<file path="src/rtl/seqdet_pkg.sv">
package seqdet_pkg;
  typedef struct packed {
    logic is_a;
    logic is_b;
    logic is_c;
  } sym_class_t;
endpackage

</file>
<file path="src/rtl/seqdet_classify.sv">
module seqdet_classify
  import seqdet_pkg::*;
#(
  parameter int unsigned SYM_W = 8,
  parameter logic [SYM_W-1:0] A_CODE = 8'h61,
  parameter logic [SYM_W-1:0] B_CODE = 8'h62,
  parameter logic [SYM_W-1:0] C_CODE = 8'h63
) (
  input  logic [SYM_W-1:0] sym_i,
  output sym_class_t       class_o
);
  always_comb begin
    class_o.is_a = (sym_i == A_CODE);
    class_o.is_b = (sym_i == B_CODE);
    class_o.is_c = (sym_i == C_CODE);
  end
endmodule

</file>
<file path="src/rtl/seqdet_track.sv">
// One letter's state bits, indexed by position inside the window.
module seqdet_track #(
  parameter int unsigned LO = 1,
  parameter int unsigned HI = 6
) (
  input  logic          clk_i,
  input  logic          rst_ni,
  input  logic          adv_i,
  input  logic          hit_i,
  input  logic [HI:LO]  entry_i,
  output logic [HI:LO]  state_o
);
  logic [HI:LO] state_q, state_d;

  always_comb begin
    state_d[LO] = hit_i & entry_i[LO];
  end

  for (genvar p = LO + 1; p <= HI; p++) begin : g_pos
    always_comb state_d[p] = hit_i & (entry_i[p] | state_q[p-1]);

    p_shift_r3: assert property (@(posedge clk_i) disable iff (!rst_ni)
      adv_i |=> (!state_q[p] || $past(entry_i[p] | state_q[p-1])));
  end

  always_ff @(posedge clk_i or negedge rst_ni) begin
    if (!rst_ni)    state_q <= '0;
    else if (adv_i) state_q <= state_d;
  end

  assign state_o = state_q;

  p_hold_idle_r6: assert property (@(posedge clk_i) disable iff (!rst_ni)
    !adv_i |=> $stable(state_q));

  p_kill_on_miss_r9: assert property (@(posedge clk_i) disable iff (!rst_ni)
    (adv_i && !hit_i) |=> (state_q == '0));
endmodule

</file>
<file path="src/rtl/seqdet_report.sv">
module seqdet_report #(
  parameter int unsigned CNT_W = 32
) (
  input  logic             clk_i,
  input  logic             rst_ni,
  input  logic             adv_i,
  input  logic             hit_i,
  output logic             report_o,
  output logic [CNT_W-1:0] pos_o
);
  logic [CNT_W-1:0] cnt_q, pos_q;
  logic             report_q;

  always_ff @(posedge clk_i or negedge rst_ni) begin
    if (!rst_ni) begin
      cnt_q    <= '0;
      pos_q    <= '0;
      report_q <= 1'b0;
    end else begin
      report_q <= adv_i & hit_i;
      if (adv_i) begin
        cnt_q <= cnt_q + 1'b1;
        if (hit_i) pos_q <= cnt_q + 1'b1;
      end
    end
  end

  assign report_o = report_q;
  assign pos_o    = pos_q;

  p_count_step_r8: assert property (@(posedge clk_i) disable iff (!rst_ni)
    adv_i |=> (cnt_q == $past(cnt_q) + 1'b1));

  p_pos_hold_r8: assert property (@(posedge clk_i) disable iff (!rst_ni)
    !report_q |-> $stable(pos_q));

  p_report_idle_r6: assert property (@(posedge clk_i) disable iff (!rst_ni)
    !adv_i |=> !report_q);
endmodule

</file>
<file path="src/rtl/seqdet_ordered_match.sv">
// a+b+c+ window detector; WIN_LEN must be at least 4.
module seqdet_ordered_match
  import seqdet_pkg::*;
#(
  parameter int unsigned SYM_W   = 8,
  parameter int unsigned WIN_LEN = 8,
  parameter int unsigned CNT_W   = 32,
  parameter logic [SYM_W-1:0] A_CODE = 8'h61,
  parameter logic [SYM_W-1:0] B_CODE = 8'h62,
  parameter logic [SYM_W-1:0] C_CODE = 8'h63
) (
  input  logic             clk_i,
  input  logic             rst_ni,
  input  logic             valid_i,
  input  logic [SYM_W-1:0] sym_i,
  output logic             report_o,
  output logic [CNT_W-1:0] pos_o
);
  localparam int unsigned A_LO = 1;
  localparam int unsigned A_HI = WIN_LEN - 2;
  localparam int unsigned B_LO = 2;
  localparam int unsigned B_HI = WIN_LEN - 1;
  localparam int unsigned C_LO = 3;
  localparam int unsigned C_HI = WIN_LEN - 1;

  sym_class_t   cls;
  logic [A_HI:A_LO] a_entry, a_state;
  logic [B_HI:B_LO] b_entry, b_state;
  logic [C_HI:C_LO] c_entry, c_state;
  logic             final_hit;

  seqdet_classify #(
    .SYM_W(SYM_W), .A_CODE(A_CODE), .B_CODE(B_CODE), .C_CODE(C_CODE)
  ) u_classify (
    .sym_i  (sym_i),
    .class_o(cls)
  );

  // A window may open on any symbol.
  always_comb begin
    a_entry       = '0;
    a_entry[A_LO] = 1'b1;
  end

  for (genvar p = B_LO; p <= B_HI; p++) begin : g_b_entry
    assign b_entry[p] = a_state[p-1];
  end

  for (genvar p = C_LO; p <= C_HI; p++) begin : g_c_entry
    assign c_entry[p] = b_state[p-1];
  end

  seqdet_track #(.LO(A_LO), .HI(A_HI)) u_track_a (
    .clk_i(clk_i), .rst_ni(rst_ni), .adv_i(valid_i), .hit_i(cls.is_a),
    .entry_i(a_entry), .state_o(a_state)
  );

  seqdet_track #(.LO(B_LO), .HI(B_HI)) u_track_b (
    .clk_i(clk_i), .rst_ni(rst_ni), .adv_i(valid_i), .hit_i(cls.is_b),
    .entry_i(b_entry), .state_o(b_state)
  );

  seqdet_track #(.LO(C_LO), .HI(C_HI)) u_track_c (
    .clk_i(clk_i), .rst_ni(rst_ni), .adv_i(valid_i), .hit_i(cls.is_c),
    .entry_i(c_entry), .state_o(c_state)
  );

  // Last slot: c after a b or c sitting at WIN_LEN-1.
  assign final_hit = cls.is_c & (b_state[B_HI] | c_state[C_HI]);

  seqdet_report #(.CNT_W(CNT_W)) u_report (
    .clk_i   (clk_i),
    .rst_ni  (rst_ni),
    .adv_i   (valid_i),
    .hit_i   (final_hit),
    .report_o(report_o),
    .pos_o   (pos_o)
  );

  p_report_ends_c_r2: assert property (@(posedge clk_i) disable iff (!rst_ni)
    report_o |-> ($past(valid_i) && $past(sym_i) == C_CODE));
endmodule

</file>
<file path="config.mk">
export PLATFORM = sky130hd
export DESIGN_NAME = seqdet_ordered_match
export DESIGN_NICKNAME = d
export VERILOG_FILES = /design/src/rtl/seqdet_pkg.sv /design/src/rtl/seqdet_classify.sv /design/src/rtl/seqdet_track.sv /design/src/rtl/seqdet_report.sv /design/src/rtl/seqdet_ordered_match.sv
export SDC_FILE = /design/constraint.sdc
export NUM_CORES = 1
export LEC_CHECK = 0
export CORE_UTILIZATION = 57
export DETAILED_ROUTE_END_ITERATION = 10
export GPL_TIMING_DRIVEN = 0
export MAX_ROUTING_LAYER = met4
export PLACE_DENSITY = 0.8
export SETUP_SLACK_MARGIN = 0.02
export SYNTH_ARGS = -nofsm -noshare
export SYNTH_HDL_FRONTEND = slang
export SYNTH_SLANG_ARGS = --single-unit
</file>
<file path="constraint.sdc">
create_clock -name clk_i -period 2.5 [get_ports clk_i]
set_clock_uncertainty 0.2 [all_clocks]
set_input_delay 0.5 -clock clk_i [delete_from_list [all_inputs] [get_ports clk_i]]
set_output_delay 0.5 -clock clk_i [all_outputs]
set_load 0.005 [all_outputs]
</file>
==> results of run 1 <==
-- per-stage QoR --
step           hold WS [ns]  setup slack (ns)
5_1_grt              0.3085           0.01679
2_1_floorplan      0.004409            0.1758
4_1_cts              0.2867           0.02127
3_5_place_dp         0.2474           -0.8474
3_3_place_gp         0.2589            -2.172
6_report             0.2826           0.05097
-- power by group through the flow --
stage          logic (mW)  clock network [mW]  registers [mW]
2_1_floorplan       0.279                   0            1.47
3_3_place_gp        0.377                   0            1.47
3_5_place_dp        0.399                   0            1.48
4_1_cts             0.408               0.969            1.45
5_1_grt             0.449                1.02            1.46
6_report            0.410               0.964            1.46
-- repair_timing --
item	in CTS	in global routing
setup endpoints to repair	46	20
pin swaps	0	2
gates resized for setup	12	11
hold endpoints to repair	27	0
hold buffers	1	0
-- final cells by class --
| class | count | area (um^2) |
|---|---|---|
| buffer | 25 | 215.2 |
| multi-input combinational | 283 | 1862 |
| clock inverter | 5 | 53.80 |
| fill | 535 | 1936 |
| clock buffer | 11 | 141.4 |
| timing repair buffer | 45 | 470.5 |
| sequential | 82 | 2052 |
| tap | 96 | 120.1 |
| inverter | 15 | 56.30 |
-- critical path: cells and delay by family --
kind	cells	cell delay, ns
buf+inv	1	0.43
simple gates	4	1.61
-- logic make-up after synthesis --
kind of cell               Yosys count  share of synthesized area (%)
buffers and inverters               43                          6.339
muxes                                3                         0.8189
adders and majority gates            1                         0.3033
and+or+nand+nor                    159                          22.35
xor gates and xnor gates            46                          9.766
DFF                                 82                          49.74
AOI/OAI and AO/OA                   74                          10.68
-- synthesized netlist by cell type (4+ instances only) --
master,count,share of area [%]
o21ai_0,35,4.2
xnor2_1,36,7.6
nand3_1,19,2.3
nand2_1,41,3.7
o2bb2ai_1,5,1.1
xor2_1,10,2.1
or3_1,8,1.2
a31oi_1,11,1.7
nand4b_1,5,1.1
nor2_1,17,1.5
clkbuf_1,12,1.1
or4_1,8,1.5
and3_1,4,0.61
and4_1,5,1.1
a21oi_1,11,1.3
nor4_1,9,1.4
nor3_1,10,1.2
dfrtp_1,82,50
inv_1,15,1.4
buf_6,8,2.2
nand4_1,20,3.0
-- worst max path at each step --
| stage | startpoint | end | slack [ns] |
|---|---|---|---|
| floorplan | sym_i[3] | u_report.pos_o[11]$_DFFE_PN0P_ | 0.18 |
| global placement | rst_ni | u_report.pos_o[15]$_DFFE_PN0P_ | -2.17 |
| detailed placement | valid_i | u_report.pos_o[12]$_DFFE_PN0P_ | -0.85 |
| CTS | u_report.cnt_q[0]$_DFFE_PN0P_ | u_report.pos_o[23]$_DFFE_PN0P_ | 0.02 |
| global route | u_report.cnt_q[0]$_DFFE_PN0P_ | u_report.pos_o[26]$_DFFE_PN0P_ | 0.02 |
| finish | sym_i[2] | u_report.pos_o[28]$_DFFE_PN0P_ | 0.05 |
-- sequential cells by signal, indices dropped and copies added, names as in the netlist --
| name | cells |
|---|---|
| u_report.cnt_q | 32 |
| u_report.pos_o | 32 |
| u_track_a.state_o | 6 |
| u_track_b.state_o | 6 |
| u_track_c.state_o | 5 |
| u_report.report_o | 1 |
-- metal layers --
| metal | wire length [um] | vias up | part of all wire, % |
|---|---|---|---|
| met3 | 595 | 14 | 6.0 |
| met5 | 0 | - | 0 |
| li1 | - | 1572 | - |
| met1 | 4438 | 1684 | 45 |
| met4 | 146 | 0 | 1.5 |
| met2 | 4699 | 116 | 48 |
==> flow_summary.ini, run 1 <==
[critical_path]
rrSetupSlack_ns = 0.12
r2r-start = u_report.cnt_q[0]$_DFFE_PN0P_
cp.arrival_ns = 2.54
cp-start-kind = primary input
critPathMaxStageDelay_ns = 0.57
path_cells = clkdlybuf4s50_1, or4b_4, or3_4, or4_4, nand3_2
rr_worst_depth = 6
worstPathRequired_ns = 2.59
setup.worst_path.class = in2reg
critPathMaxFanout = 4
worst_r2r_endpoint = u_report.pos_o[26]$_DFFE_PN0P_
cp-end-kind = flip-flop
slowest_stage = or4b_4

[floorplan]
io_pins = 44
fp.dieH_um = 87.07
fp.dieW_um = 87.07
num_rows = 30
core_area_mm2 = 0.006907
start_util_pct = 59.73
die_area_mm2 = 0.007581

[synth]
syn_area_per_cell_um2 = 10.11
ys_seq_elements = 82
ys_warn_count = 0
synth-edff-count = 0
yosysSeqAreaShare_pct = 49.74
ys_types = 43
syn_nets = 420
synth_ff_type = dfrtp_1
syn_inst = 408
synthArstFlopShare_pct = 100.0
netlist_area_mm2 = 0.004125

[clock_network]
post_cts_buffers = 0
clock_path_buffers = 2
clk_pin_slew_ns = 0.08
cts_max_level = 3
cts_root_buf = clkbuf_8
cts_made_buffers = 9
cts.sink_count = 82
clk_latency_ns = 0.35
cts_tree = yes

[power_and_ir_drop]
p_total_mw = 2.830
switchingPower_uw = 788.3
ir_worst_vdd_mv = 0.5640
switching_share_pct = 27.85
power.leakage_nw = 2.015
pwr-share-comb_pct = 14.5
p_int_mw = 2.042
p_clk_share_pct = 34.0
p_per_area_mw_per_mm2 = 569.4
pwr-share-seq_pct = 51.5

[grt]
antenna_found_initial = 0
use_met2_pct = 45.17
overflow = 0
first_global_vias = 3269
grt_max_degree = 56
grt.busiest_layer = met2
use_met1_pct = 40.34
met3_usage_pct = 5.308
grt_util_all_layers_pct = 29.54
grt_first_pass_wirelength_um = 16450

[cells_and_area]
layout_commonest_cell = dfrtp_1
final_nets = 473
area_delta_synth_final_pct = 20.50
n_antenna_cell = 0
layout.cells.non_filler = 562
fin_util_pct = 71.97
design_area_mm2 = 0.004971
final_layout_size_suffix_gt1_share_pct = 11.59
final_cell_mix = 82 x dfrtp_1, 40 x nand2_1, 40 x clkdlybuf4s50_1, 36 x xnor2_1, 35 x o21ai_0

[drt]
wl_per_cell_um = 17.58
drtAntennaViolNets = 0
dr.pass1.iters = 4
via_per_inst = 6.025
drc = 0
drtIter0Drc = 239
route.vias.total = 3386
drt_wl_total_um = 9879

[placed_design]
portBuffers = 43
dp.cells = 548
gp_congestion = 0.9258
dpl_cell_area_mm2 = 0.004701
dp_hpwl_um = 6848

[run_status]
status = completed

[sta]
final-max-slew-violation-count = 0
max_freq_ghz = 0.4083
period_share_pct = 97.96
final_hold_viol_count = 0
setup_viol = 0
min_period_ns = 2.449
grt_setup_unrepaired = yes
worst_pin_slew_ns = 0.7255
relSlewSlack_pct = 51.19
finalSetupTns_ns = 0

[min_path]
hp-class = reg2reg
holdPathStages = 1
hp-start = u_report.cnt_q[31]$_DFFE_PN0P_
min_to = u_report.cnt_q[31]$_DFFE_PN0P_

[run]
maxCapViolations = 0
(Power assumes the default switching activity.)
==> inputs of run 2 (changes only) <==
MAX_ROUTING_LAYER = unset   (was met4)
==> flow_summary.ini, run 2 (synthesis results as in run 1) <==
[cells_and_area]
fin_util_pct = 71.99
area_delta_synth_final_pct = 20.53
design_area_mm2 = 0.004972
layout.cells.non_filler = 565
nFillCells = 551
final_layout_size_suffix_gt1_share_pct = 10.87
final_cell_mix = 82 x dfrtp_1, 42 x clkdlybuf4s50_1, 40 x nand2_1, 36 x xnor2_1, 35 x o21ai_0
layout_commonest_cell = dfrtp_1
final_nets = 476
n_antenna_cell = 0

[drt]
wl_per_cell_um = 16.99
via_per_inst = 5.952
route.vias.total = 3363
drtIter0Drc = 317
wl_met3_um = 559
drc = 0
dr.pass1.iters = 5
wl_met2_um = 4433
met1_length_um = 4452
routed.top_layer = met4
drt_wl_total_um = 9601
drtAntennaViolNets = 0

[grt]
antenna_found_initial = 0
grt_first_pass_wirelength_um = 15760
grt_max_degree = 46
grt_util_all_layers_pct = 27.54
overflow = 0
first_global_vias = 3196

[run_status]
status = completed

[power_and_ir_drop]
pwr-share-seq_pct = 51.7
power.leakage_nw = 1.988
p_int_mw = 2.046
p_per_area_mw_per_mm2 = 568.2
p_clk_share_pct = 34.0
pwr-share-comb_pct = 14.3
switching_share_pct = 27.56
ir_worst_vdd_mv = 0.4738
switchingPower_uw = 778.7

[sta]
period_share_pct = 96.82
grt_setup_unrepaired = yes
max_freq_ghz = 0.4132
worst_slack_ns = 0.07962
worst_pin_slew_ns = 0.7072
final_hold_viol_count = 0
relSlewSlack_pct = 52.42
setup_viol = 0
min_period_ns = 2.420
final-max-slew-violation-count = 0

[clock_network]
cts_root_buf = clkbuf_8
cts_tree = yes
clk_latency_ns = 0.35
cts.sink_count = 82
cts_made_buffers = 9
cts_max_level = 3
clock_path_buffers = 2
clk_pin_slew_ns = 0.08

[run]
maxCapViolations = 0

[critical_path]
critPathMaxStageDelay_ns = 0.59
critPathBufInv = 1
path_delay_family = simple AND/OR/NAND/NOR gates
crit_start = sym_i[2]
rrSetupSlack_ns = 0.11
cp.arrival_ns = 2.51
slowest_stage = or4b_4
r2r-start = u_report.cnt_q[0]$_DFFE_PN0P_
worst_r2r_endpoint = u_report.pos_o[26]$_DFFE_PN0P_
cp-end-kind = flip-flop
path_cells = clkdlybuf4s50_1, or4b_4, or3_4, or4_1, nand3_1
worstPathRequired_ns = 2.59
cp-start-kind = primary input
crit_path_end = u_report.pos_o[28]$_DFFE_PN0P_
critPathMaxFanout = 4
cp.depth = 5
setup.worst_path.class = in2reg
rr_worst_depth = 6

[floorplan]
io_pins = 44
fp.dieH_um = 87.07
fp.dieW_um = 87.07
core_area_mm2 = 0.006907
num_rows = 30
start_util_pct = 59.73
die_area_mm2 = 0.007581

[placed_design]
pre_cts_slack_ns = -0.8627
gp_congestion = 0.9272
dp_hpwl_um = 6773
dpl_cell_area_mm2 = 0.004701
dp.cells = 548
portBuffers = 43

[min_path]
hp-class = reg2reg
-- run 2: what timing repair did --
| item | 4_1_cts | 5_1_grt |
|---|---|---|
| endpoints found under the setup margin | 46 | 18 |
| resized for setup | 11 | 7 |
| hold buffers | 1 | 0 |
| pin swaps | 1 | 2 |
| setup buffers | 1 | 0 |
| hold endpoints to repair | 37 | 0 |
-- run 2: layout make-up --
class | count | area (um^2) | share of cell area [%]
Clock inverter | 4 | 51.30 | 1.032
Inverter | 15 | 56.30 | 1.132
Buffer | 27 | 222.7 | 4.479
Tap cell | 96 | 120.1 | 2.416
Sequential cell | 82 | 2052 | 41.27
Clock buffer | 12 | 145.1 | 2.919
Multi-Input combinational cell | 283 | 1852 | 37.24
Timing Repair Buffer | 46 | 473.0 | 9.512
-- run 2: worst min-delay path, stage by stage (launching register included) --
cell     delay (ns)
dfrtp_1        0.35
nand2_1        0.04
o21ai_0        0.06
-- run 2: power by group through the flow --
stage	combinational, mW	clock (mW)	sequential (mW)
2_1_floorplan	0.279	0	1.47
3_3_place_gp	0.377	0	1.47
3_5_place_dp	0.393	0	1.48
4_1_cts	0.405	0.974	1.45
5_1_grt	0.451	1.03	1.47
6_report	0.405	0.960	1.46
-- run 2: how the worst min path moves through the flow --
stage                                          start                          endpoint  slack, ns  cells past startpoint
finish                 u_report.pos_o[3]$_DFFE_PN0P_     u_report.pos_o[3]$_DFFE_PN0P_       0.29                      2
global route           u_report.pos_o[5]$_DFFE_PN0P_     u_report.pos_o[5]$_DFFE_PN0P_       0.32                      2
CTS                    u_report.pos_o[3]$_DFFE_PN0P_     u_report.pos_o[3]$_DFFE_PN0P_       0.29                      2
detailed placement     u_report.pos_o[3]$_DFFE_PN0P_     u_report.pos_o[3]$_DFFE_PN0P_       0.27                      2
global placement    u_track_a.state_o[1]$_DFFE_PN0P_  u_track_a.state_o[2]$_DFFE_PN0P_       0.26                      2
floorplan                                     rst_ni     u_report.cnt_q[0]$_DFFE_PN0P_      0.004                      0
-- run 2: stage by stage --
stage | TNS (ns) | total power, mW | hold slack, ns
floorplan | 0 | 1.745 | 0.004409
global placement | -203.03 | 1.851 | 0.2592
detailed placement | -27.79 | 1.873 | 0.2705
CTS | 0 | 2.832 | 0.2903
global route | 0 | 2.944 | 0.3237
finish | 0 | 2.825 | 0.2853
-- run 2: layer usage --
| metal | up-vias | GRT usage [%] |
|---|---|---|
| met5 | - | 0 |
| met3 | 18 | 3.981 |
| met1 | 1606 | 39.57 |
| li1 | 1589 | - |
| met4 | 0 | 10.15 |
| met2 | 150 | 42.66 |
==> inputs of run 3 (changes only) <==
CORE_MARGIN = 8   (was unset)
PLACE_DENSITY = unset   (was 0.8)
PLACE_DENSITY_LB_ADDON = 0.3   (was unset)
==> flow_summary.ini, run 3 (synthesis results as in run 1) <==
[run_status]
status = completed

[floorplan]
io_pins = 44
start_util_pct = 57.80
core_area_mm2 = 0.007137
fp.dieH_um = 101.1
num_rows = 31
fp.dieW_um = 101.1
die_area_mm2 = 0.01022

[sta]
relSlewSlack_pct = 41.61
grt_setup_unrepaired = yes
setup_viol = 0
worst_pin_slew_ns = 0.8678
final-max-slew-violation-count = 0
final_hold_viol_count = 0
period_share_pct = 98.35
max_freq_ghz = 0.4067
min_period_ns = 2.459

[cells_and_area]
final_cell_mix = 81 x dfrtp_1, 42 x clkdlybuf4s50_1, 40 x nand2_1, 36 x xnor2_1, 35 x o21ai_0
area_delta_synth_final_pct = 21.50
n_antenna_cell = 0
final_layout_size_suffix_gt1_share_pct = 11.30
nFillCells = 567
design_area_mm2 = 0.005012
multi_input_area_mm2 = 0.001862
layout_commonest_cell = dfrtp_1
ff_latch_area_mm2 = 0.002053
fin_util_pct = 70.23
final_nets = 477
layout.cells.non_filler = 568

[min_path]
hp-start = u_report.pos_o[17]$_DFFE_PN0P_
hp-class = reg2reg
min_to = u_report.pos_o[17]$_DFFE_PN0P_
holdPathStages = 2

[critical_path]
worstPathRequired_ns = 2.57
setup.worst_path.class = reg2reg
cp.arrival_ns = 2.53
critPathMaxFanout = 8
cp-end-kind = flip-flop
cp-start-kind = flip-flop
rr_worst_depth = 5
worst_r2r_endpoint = u_report.pos_o[27]$_DFFE_PN0P_
r2r-start = u_report.cnt_q[19]$_DFFE_PN0P_
rrSetupSlack_ns = 0.04

[power_and_ir_drop]
p_clk_share_pct = 36.4
ir_worst_vdd_mv = 0.4592
power.leakage_nw = 2.034
switchingPower_uw = 769.1
p_int_mw = 2.172
pwr-share-comb_pct = 13.8
p_per_area_mw_per_mm2 = 586.7
switching_share_pct = 26.15
p_total_mw = 2.941
pwr-share-seq_pct = 49.8

[clock_network]
clk_pin_slew_ns = 0.08
cts_made_buffers = 9
cts_tree = yes
cts.sink_count = 82
cts_root_buf = clkbuf_8
clk_latency_ns = 0.35
cts_max_level = 3
clock_path_buffers = 2

[drt]
route.vias.total = 3386
drt_wl_total_um = 9986
drtIter0Drc = 194
drtAntennaViolNets = 0
via_per_inst = 5.961
dr.pass1.iters = 4
wl_per_cell_um = 17.58
drc = 0

[grt]
antenna_found_initial = 0
grt_first_pass_wirelength_um = 16590
first_global_vias = 3432
grt_util_all_layers_pct = 20.53
grt_max_degree = 52
overflow = 0

[placed_design]
gp_congestion = 0.8998
portBuffers = 43
dp.cells = 551
dp_hpwl_um = 7120
dpl_cell_area_mm2 = 0.004705

[run]
maxCapViolations = 0
-- run 3: cell type report --
cell class	count	area share, %
multi-input combinational	283	37.14
timing repair buffer	47	9.586
tap	99	2.471
clock inverter	2	1.198
sequential	82	40.96
buffer	27	4.343
clock buffer	13	3.170
inverter	15	1.123
-- run 3: repair_timing --
action	in CTS	in global routing
hold buffers	1	0
gates resized for setup	12	9
endpoints found under the hold margin	31	0
endpoints found under the setup margin	46	29
pin swaps	0	1
setup buffers	1	1
-- run 3: layer usage --
layer / vias to the layer above / GRT usage, % / share of wire (%)
met4: 0 / 8.018 / 1.9
li1: 1592 / - / -
met1: 1665 / 26.20 / 44
met5: - / 0 / 0
met3: 21 / 2.831 / 5.7
met2: 108 / 34.26 / 48
-- run 3: worst max-delay path by stage --
stage	from	end	slack (ns)	cells after the start
after floorplan	sym_i[3]	u_report.pos_o[11]$_DFFE_PN0P_	0.18	6
after global placement	rst_ni	u_report.pos_o[9]$_DFFE_PN0P_	-2.11	1
after detailed placement	valid_i	u_report.pos_o[14]$_DFFE_PN0P_	-0.93	8
after CTS	sym_i[3]	u_report.pos_o[14]$_DFFE_PN0P_	0.04	7
after global routing	u_report.cnt_q[19]$_DFFE_PN0P_	u_report.pos_o[27]$_DFFE_PN0P_	-0.04	5
final	u_report.cnt_q[19]$_DFFE_PN0P_	u_report.pos_o[27]$_DFFE_PN0P_	0.04	5
-- run 3: metrics by stage --
| step | setup TNS (ns) | setup slack, ns | hold slack [ns] |
|---|---|---|---|
| floorplan | 0 | 0.1758 | 0.004409 |
| global placement | -200.16 | -2.111 | 0.2585 |
| detailed placement | -29.51 | -0.9318 | 0.2640 |
| CTS | 0 | 0.04261 | 0.2874 |
| global route | -0.07982 | -0.04443 | 0.3174 |
| finish | 0 | 0.04134 | 0.2834 |
-- run 3: critical path: stages (launching register included) --
cell and delay, ns:
dfrtp_1 0.33, clkbuf_1 0.27, nand2_1 0.27, or4_1 0.61, or4_1 0.52, a31oi_1 0.18
-- run 3: power by group through the flow --
stage	sequential, mW	combinational [mW]	clock [mW]
2_1_floorplan	1.47	0.279	0
3_3_place_gp	1.47	0.376	0
3_5_place_dp	1.48	0.397	0
4_1_cts	1.46	0.403	1.08
5_1_grt	1.47	0.450	1.13
6_report	1.46	0.407	1.07
